File: src/rtl/mxb_pkg.sv
`timescale 1ns/1ps
package mxb_pkg;
    localparam int AW      = 16;
    localparam int DW      = 8;
    localparam int MC_LEN  = 12;
    localparam int HALF    = MC_LEN / 2;
    localparam int ALE_LEN = 2;
    localparam int ADR_LEN = 3;
    localparam int PW      = $clog2(MC_LEN);

    typedef logic [PW-1:0] phase_t;

    typedef enum logic [1:0] {CY_IDLE, CY_FETCH, CY_DACC1, CY_DACC2} cyc_e;
    typedef enum logic [1:0] {OP_FETCH = 2'b00, OP_DRD = 2'b01, OP_DWR = 2'b10, OP_NONE = 2'b11} op_e;

    typedef struct packed {
        logic [AW-1:0] pc;
        logic [AW-1:0] dadr;
        logic          wr;
        logic [DW-1:0] wdata;
    } acc_t;

    function automatic phase_t half_pos(phase_t p);
        return (p >= phase_t'(HALF)) ? p - phase_t'(HALF) : p;
    endfunction
endpackage

File: src/rtl/mxb_phase.sv
`timescale 1ns/1ps
module mxb_phase
    import mxb_pkg::*;
(
    input  logic   clk,
    input  logic   rst,
    output phase_t phase,
    output logic   last
);
    assign last = (phase == phase_t'(MC_LEN-1));

    always_ff @(posedge clk) begin
        if (rst)       phase <= phase_t'(MC_LEN-1);
        else if (last) phase <= '0;
        else           phase <= phase + phase_t'(1);
    end
endmodule

File: src/rtl/mxb_ctrl.sv
`timescale 1ns/1ps
module mxb_ctrl
    import mxb_pkg::*;
(
    input  logic          clk,
    input  logic          rst,
    input  logic          last,
    input  logic          req_valid,
    input  logic [1:0]    req_op,
    input  logic [AW-1:0] req_pc,
    input  logic [AW-1:0] req_ptr,
    input  logic          req_wide,
    input  logic [DW-1:0] req_port2,
    input  logic [DW-1:0] req_wdata,
    output cyc_e          cyc,
    output acc_t          acc,
    output logic          ready
);
    op_e op;
    assign op    = op_e'(req_op);
    assign ready = last && (cyc != CY_DACC1);

    always_ff @(posedge clk) begin
        if (rst) begin
            cyc <= CY_IDLE;
            acc <= '0;
        end else if (last) begin
            if (cyc == CY_DACC1) begin
                cyc <= CY_DACC2;
            end else if (req_valid && op != OP_NONE) begin
                cyc       <= (op == OP_FETCH) ? CY_FETCH : CY_DACC1;
                acc.pc    <= req_pc;
                acc.dadr  <= req_wide ? req_ptr : {req_port2, req_ptr[DW-1:0]};
                acc.wr    <= (op == OP_DWR);
                acc.wdata <= req_wdata;
            end else begin
                cyc <= CY_IDLE;
            end
        end
    end


    dacc_pair_chk: assert property (@(posedge clk) disable iff (rst)
        (cyc == CY_DACC2) |-> ($past(cyc) == CY_DACC1 || $past(cyc) == CY_DACC2));

    no_accept_chk: assert property (@(posedge clk) disable iff (rst)
        (last && cyc == CY_DACC1 && req_valid) |=> (cyc == CY_DACC2));
endmodule

File: src/rtl/mxb_drive.sv
`timescale 1ns/1ps
module mxb_drive
    import mxb_pkg::*;
(
    input  logic          clk,
    input  logic          rst,
    input  phase_t        phase,
    input  cyc_e          cyc,
    input  acc_t          acc,
    output logic          ale,
    output logic          psen_n,
    output logic          rd_n,
    output logic          wr_n,
    output logic [DW-1:0] ad_o,
    output logic          ad_oe,
    output logic [DW-1:0] addr_hi
);
    phase_t        hp;
    logic          sec, slot_ale, slot_adr, fetch_slot, strobe_win;
    logic [AW-1:0] pc_nx, cur;

    assign hp       = half_pos(phase);
    assign sec      = (phase >= phase_t'(HALF));
    assign slot_ale = (hp < phase_t'(ALE_LEN));
    assign slot_adr = (hp < phase_t'(ADR_LEN));
    assign pc_nx    = acc.pc + AW'(1);

    always_comb begin
        fetch_slot = sec ? (cyc == CY_FETCH || cyc == CY_DACC2)
                         : (cyc == CY_FETCH || cyc == CY_DACC1);
        strobe_win = (cyc == CY_DACC2) && !sec;
        ale    = slot_ale && !strobe_win;
        psen_n = !(fetch_slot && !slot_adr);
        rd_n   = !(strobe_win && !acc.wr);
        wr_n   = !(strobe_win && acc.wr);
        cur    = acc.pc;
        ad_o   = '0;
        ad_oe  = 1'b0;
        if (fetch_slot) begin
            cur   = sec ? pc_nx : acc.pc;
            ad_o  = cur[DW-1:0];
            ad_oe = slot_adr;
        end else if (cyc == CY_DACC1 || strobe_win) begin
            cur   = acc.dadr;
            ad_o  = (slot_adr && !strobe_win) ? acc.dadr[DW-1:0] : acc.wdata;
            ad_oe = (slot_adr && !strobe_win) || acc.wr;
        end
        addr_hi = cur[AW-1:DW];
    end


    ale_width_chk: assert property (@(posedge clk) disable iff (rst)
        $rose(ale) |=> ale ##1 !ale);

    psen_width_chk: assert property (@(posedge clk) disable iff (rst)
        $fell(psen_n) |=> !psen_n ##1 !psen_n ##1 psen_n);

    ale_psen_chk: assert property (@(posedge clk) disable iff (rst)
        ale |-> psen_n);

    rd_float_chk: assert property (@(posedge clk) disable iff (rst)
        !rd_n |-> !ad_oe);

    rd_pre_float_chk: assert property (@(posedge clk) disable iff (rst)
        $fell(rd_n) |-> !$past(ad_oe));

    strobe_excl_chk: assert property (@(posedge clk) disable iff (rst)
        rd_n || wr_n);
endmodule

File: src/rtl/mxb_capture.sv
`timescale 1ns/1ps
module mxb_capture
    import mxb_pkg::*;
(
    input  logic          clk,
    input  logic          rst,
    input  phase_t        phase,
    input  logic          psen_n,
    input  logic          rd_n,
    input  logic [DW-1:0] ad_i,
    output logic [DW-1:0] code,
    output logic          code_vld,
    output logic [DW-1:0] rdata,
    output logic          rdata_vld
);
    logic end_ps, end_rd;
    assign end_ps = !psen_n && (phase == phase_t'(HALF-1) || phase == phase_t'(MC_LEN-1));
    assign end_rd = !rd_n && (phase == phase_t'(HALF-1));

    always_ff @(posedge clk) begin
        if (rst) begin
            code <= '0; code_vld <= 1'b0; rdata <= '0; rdata_vld <= 1'b0;
        end else begin
            code_vld  <= end_ps;
            rdata_vld <= end_rd;
            if (end_ps) code  <= ad_i;
            if (end_rd) rdata <= ad_i;
        end
    end
endmodule

File: src/rtl/extbus_sequencer.sv
`timescale 1ns/1ps
module extbus_sequencer
    import mxb_pkg::*;
(
    input  logic          clk,
    input  logic          rst,
    input  logic          req_valid,
    input  logic [1:0]    req_op,
    input  logic [AW-1:0] req_pc,
    input  logic [AW-1:0] req_ptr,
    input  logic          req_wide,
    input  logic [DW-1:0] req_port2,
    input  logic [DW-1:0] req_wdata,
    output logic          req_ready,
    output logic          ale_o,
    output logic          psen_n_o,
    output logic          rd_n_o,
    output logic          wr_n_o,
    output logic [DW-1:0] ad_o,
    output logic          ad_oe_o,
    input  logic [DW-1:0] ad_i,
    output logic [DW-1:0] addr_hi_o,
    output logic [DW-1:0] code_o,
    output logic          code_vld_o,
    output logic [DW-1:0] rdata_o,
    output logic          rdata_vld_o
);
    phase_t phase;
    logic   last;
    cyc_e   cyc;
    acc_t   acc;

    mxb_phase u_phase (.clk(clk), .rst(rst), .phase(phase), .last(last));

    mxb_ctrl u_ctrl (
        .clk(clk), .rst(rst), .last(last), .req_valid(req_valid), .req_op(req_op),
        .req_pc(req_pc), .req_ptr(req_ptr), .req_wide(req_wide), .req_port2(req_port2),
        .req_wdata(req_wdata), .cyc(cyc), .acc(acc), .ready(req_ready)
    );

    mxb_drive u_drive (
        .clk(clk), .rst(rst), .phase(phase), .cyc(cyc), .acc(acc),
        .ale(ale_o), .psen_n(psen_n_o), .rd_n(rd_n_o), .wr_n(wr_n_o),
        .ad_o(ad_o), .ad_oe(ad_oe_o), .addr_hi(addr_hi_o)
    );

    mxb_capture u_cap (
        .clk(clk), .rst(rst), .phase(phase), .psen_n(psen_n_o), .rd_n(rd_n_o),
        .ad_i(ad_i), .code(code_o), .code_vld(code_vld_o),
        .rdata(rdata_o), .rdata_vld(rdata_vld_o)
    );
endmodule

File: config.mk
export PLATFORM = sky130hd
export DESIGN_NAME = extbus_sequencer
export DESIGN_NICKNAME = d
export VERILOG_FILES = /design/src/rtl/mxb_pkg.sv /design/src/rtl/mxb_phase.sv /design/src/rtl/mxb_ctrl.sv /design/src/rtl/mxb_drive.sv /design/src/rtl/mxb_capture.sv /design/src/rtl/extbus_sequencer.sv
export SDC_FILE = /design/constraint.sdc
export NUM_CORES = 1
export LEC_CHECK = 0
export BUFFER_PORTS_ARGS = -buffer_cell sky130_fd_sc_hd__buf_2
export CAP_MARGIN = 15
export CORE_ASPECT_RATIO = 0.9
export CORE_MARGIN = 2
export CORE_UTILIZATION = 48
export DETAILED_ROUTE_END_ITERATION = 10
export GPL_ROUTABILITY_DRIVEN = 0
export GPL_TIMING_DRIVEN = 1
export HOLD_SLACK_MARGIN = 0.12
export PLACE_DENSITY = 0.75
export SYNTH_ARGS = -nofsm -noshare
export SYNTH_HDL_FRONTEND = slang
export SYNTH_HIERARCHICAL = 1
export SYNTH_SLANG_ARGS = --single-unit
File: constraint.sdc
create_clock -name clk -period 1.98 [get_ports clk]
set_input_delay 0.099 -clock clk [delete_from_list [all_inputs] [get_ports clk]]
set_output_delay 0.099 -clock clk [all_outputs]
set_load 0.05 [all_outputs]
---- Yosys cells after proc, flatten, opt, wreduce, memory -nomap -nowiden ----
Index checks and enable logic that the tools add are counted.
word-level totals
  flip-flop bits (word level) ............. 65
  bits in latches ......................... 0
  bits in writable memories ............... 0
  memory bits (read-only) ................. 0
  input port bits ......................... 62
  output and inout bits ................... 40
  word-level logic and storage cells ...... 66
  memories kept ........................... 0
operators by class
  add/sub/neg operators ................... 3
  $mul .................................... 0
  divide/modulo/power cells ............... 0
  order comparisons ....................... 3
  equal/unequal tests ..................... 8
  shift operators ......................... 0
  muxes and demuxes ....................... 15
  bitwise gates (word level) .............. 1
  reductions and logical operators ........ 25
operator list
  operator               count
  $mux 16                4
  $mux 8                 3
  $add 16x1->16 const B  1
  $logic_and 1x1->1      10
  $lt 4x2->1 const B     2
  $mux 4                 2
  $logic_not 1->1        7
  $eq 2x2->1 const B     3
  $mux 2                 3
  $logic_or 1x1->1       5
  $add 4x1->4 const B    1
  $eq 4x3->1 const B     1
  $eq 4x4->1 const B     1
  $ge 4x3->1 const B     1
  $ne 2x2->1 const B     2
  $sub 4x3->4 const B    1
  $mux 1                 3
  $reduce_and 3->1       1
  $eq 2x1->1 const B     1
  $logic_not 2->1        1
  $reduce_or 2->1        1
  $not 1->1              1

---- Longest topological paths before layout ----
  depth in word-level cells ............... 8
  depth in mapped cells ................... 9

---- Modules after synthesis ----
The synthesis kept the hierarchy.
modules (own cells, without submodules)
  module       instances  cells an instance  area each (um2)  seq. area each (um2)
  mxb_ctrl     1          195                2034.5           860.8
  mxb_drive    1          134                915.9            0.0
  mxb_capture  1          79                 775.7            360.3
  mxb_phase    1          16                 176.4            80.1

---- Worst setup path before layout ----
Ideal clock, no wire load.
  path kind ............................... flip-flop to output port
  start ................................... register u_phase.phase[1]
  end ..................................... output port addr_hi_o[6]
  arrival ................................. 2.777 ns
  data required time ...................... 1.881 ns
  path slack .............................. -0.896 ns
  stages on the path, launching flop included .. 8
  buffers on the path ..................... 2
  cells stage by stage .................... dfxtp_1 buf_2 a21o_1 buf_6 nand2_1 nor3_2 a211oi_1 nor4_1
on the way
  word-level cells in the longest chain between the ends .. 6
RTL lines
  element                 RTL line                RTL
  start, declared         mxb_phase.sv:7          output phase_t phase,
  start signal, assigned  mxb_phase.sv:13         if (rst) phase <= phase_t'(MC_LEN-1);
  start signal, assigned  mxb_phase.sv:15         else phase <= phase + phase_t'(1);
  $ge 4x3->1 (*)          mxb_drive.sv:23         assign sec = (phase >= phase_t'(HALF));
  $logic_not 1->1         mxb_drive.sv:31         strobe_win = (cyc == CY_DACC2) && !sec;
  $logic_and 1x1->1       mxb_drive.sv:31
  $logic_or 1x1->1        mxb_drive.sv:43         end else if (cyc == CY_DACC1 || strobe_win) begin
  $mux 16                 mxb_drive.sv:43
  $mux 16 (*)             mxb_drive.sv:39         if (fetch_slot) begin
  end, declared           extbus_sequencer.sv:22  output logic [DW-1:0] addr_hi_o,
Every way passes the cells marked *; elsewhere a longest branch is shown, timed or not.

---- Worst setup path after layout ----
  start ................................... register u_phase.phase[2]
  end ..................................... output port ad_o[4]
on the way
  word-level cells in the longest chain between the ends .. 8
RTL lines
  element                                              RTL line                RTL
  branches (longest 7 deep; another with $sub 4x3->4)  --
  $mux 8 (*)                                           mxb_drive.sv:39
  end, declared                                        extbus_sequencer.sv:19  output logic [DW-1:0] ad_o,
Mark *: on every way between the ends.

==> impl_results.md <==
- Worst-path cell chain: buf_8, nand3b_1, o31ai_4, nor2_4, buf_12, mux2i_2, o22ai_2, buf_4
- Final Hold Fails: 0
- Grt met3 use: 5.71%
- Crit path max-delay cell type: dfxtp_4
- Worst Path Arrival: between 2000 and 2500 ps
- Die Span X: between 90 and 100 microns
- Most common cell after layout, fill and taps aside: nand2b_1
- LEAKAGE: between 0.002 and 0.0025 uW
- Post-synthesis sequential area ratio: between 30 and 40%
- Clock Pin Slew Worst Setup and Hold Paths: around 90 ps
- Slew Limit Fails: 0
- M2 GR Usage: roughly half
- Post-synthesis cell count: about 420
- Port Buffer Count: 101
- Achievable clock frequency: about 470 MHz
- Worst Skew: between 15 and 20 ps
- Worst Path Required: 1880 ps
- Async set or reset register ratio after synthesis: 0%
- Grt total ovfl: 0
- CTS HTree Levels: 3
- Top_reg_cell synth: dfxtp_1
- Tcrit/Tclk final: 107%
- Status: complete, but fails checks
- Netlist Area Pre-Place: 0.00390 sq mm
- Worst path bufs/invs: 3
- Met1 usage: a little under a third
- RSZ-0062 raised after global routing: yes
- Detailed-route DRC error count: 0
- Syn_area_per_cell: slightly above 9 sq um
- DP HPWL: ~7000 microns
- Worst Path Class, Setup: flop to primary output
- Site row count: 31
- Avg WL per Cell: 18.5 microns
- Post-synth EDFFs: 0
- CP Launch Type: flop
- Clock latency on the worst-skew pair: between 300 and 400 ps
- Tightest Hold Check Type: input port to flop
- GR peak layer: met2
- Min Tclk post-route: around 2100 ps
- Max incr delay on CP: 400 ps
- IO Count: 102
- Max clock buf depth: 2
- Placeable core region: 0.00795 sq mm
- Most frequent cells in the layout: nand2b_1 (83), buf_2 (82), mux2i_1 (53), dfxtp_1 (50), dlygate4sd3_1 (49)
- Total iterations of the first detailed-routing run: 5
- Layout cell share with drive strength beyond 1: a little over 40%
- Power per cell area: approximately 730 mW/mm^2
- Mapped Nets: slightly below 500
- Number of global-route vias before repair: 3781
- Layout area overhead: 50.9%
- TritonCTS Sinks: 65
- CP top delay family: buffers and inverters
- Fin area: 0.00589 sq mm
- Layout Nets: between 600 and 700
- VDD IR max: between 0.5 and 0.6 mV
- Seq cells post-synth: 65
- GRT Util Overall: between 20% and 30%
- CTS tree: yes
- Failing checks: setup timing
- Setup violators final: 24
- Max FO, Critical Path: 10
- Dpl cell area: 0.00469 sq mm
- # fillers: around 500
- Initial detailed-routing violation count: ~260
- Crit end category: primary output
- Synth cell types: 67
- Antenna-violating nets left: 0
- WL final: between 10000 and 15000 microns
- CTS Buf Count: 9
- Root Driver: clkbuf_8
- Starting Density: roughly half
- Vias per std cell: roughly 5.7
- Tightest Pin Transition: a little over 500 ps
- Hold_ws: ~130 ps
- First-pass GRT wire length: about 19000 microns
- End-of-flow core utilization: about three quarters
- Largest net degree at the start of global routing: 87
- Rel. slew slack: roughly 66%
- Die Height: 89.5 microns
- Synth warnings: 6
- Antenna diodes: 0
- Die footprint: 0.00887 sq mm
- Via Count: 4018
- PnR worst setup slack: -145 ps
- Initial antenna violation count: 0
- Power Total: around 4300 uW
- Max-Cap Viols: 0
## cell usage after synthesis, types with 6 or more instances
library cell	number	share of area [%]
nand2b_1	84	13
dfxtp_1	65	33
mux2i_1	56	14
nand2_1	19	1.8
clkbuf_1	16	1.5
a21oi_1	15	1.9
nor2_1	15	1.4
o21ai_0	14	1.8
nand3b_1	12	2.3
a41oi_1	9	2.0
a211oi_2	8	2.6
o22ai_1	7	1.1
a211oi_1	6	1.2
buf_6	6	1.7
## power by group
group	switching (uW)	internal [uW]
logic	882	730
clock network	594	591
registers	108	1410
## worst paths after layout
path	end	slack, ps	depth (start not counted)	startpoint
worst max register to register	u_cap/code[7]	-60	9	u_phase/phase[2]
worst min register to register	u_cap/code[0]	480	2	u_cap/code[0]
worst min-delay path	u_ctrl/acc[21]	130	3	req_ptr[12]
worst max-delay path	ad_o[4]	-140	8	u_phase/phase[2]
## cell type report
type,count,area [sq um],area share (%)
Multi-Input combinational cell,327,2720,46.2
Timing Repair Buffer,191,1510,25.6
Tap cell,99,124,2.10
Clock buffer,9,124,2.10
Sequential cell,65,1330,22.5
Clock inverter,7,78.8,1.34
Inverter,2,7.51,0.127
## layer usage
layer	vias to the layer above	routed length [microns]
li1	1868	-
met1	1882	5040
met2	213	6560
met3	55	944
met4	0	421
met5	-	0
## metrics by stage
stage / cells / worst slack (ps) / TNS (ps)
floorplan: 424 / -214 / -3180
global placement: 618 / 140 / 0
detailed placement: 618 / 35.2 / 0
CTS: 690 / -105 / -480
global route: 700 / -208 / -2750
finish: 700 / -145 / -1450
## what timing repair did
action	CTS	global route
hold buffers	49	0
setup buffers	7	9
resized for setup	72	29
cloned	0	1
hold endpoints to repair	54	0
pin swaps	11	10
setup endpoints to repair	20	27
## cells by family after synthesis
| group | Yosys count | share of synthesized area, % |
|---|---|---|
| flip-flops | 65 | 33.3 |
| adder cells (fa/ha/maj) | 2 | 0.641 |
| XOR/XNOR | 8 | 1.99 |
| buffers and inverters | 33 | 4.71 |
| multiplexers | 56 | 14.4 |
| AND/OR/NAND/NOR | 181 | 29.6 |
| AO/OA/AOI/OAI | 79 | 15.4 |
## state kept, by name, summed over array words and instances, names as in the netlist
| signal | count |
|---|---|
| u_cap/code | 8 |
| u_cap/code_vld | 1 |
| u_phase/phase | 4 |
| u_cap/rdata_vld | 1 |
| u_ctrl/acc | 41 |
| u_ctrl/cyc | 2 |
| u_cap/rdata | 8 |
## worst min-delay path, stage by stage
cell	delay, ps
buf_2	70
mux2i_1	70
a211oi_2	200
No activity file was read; power rests on OpenSTA's default activity.
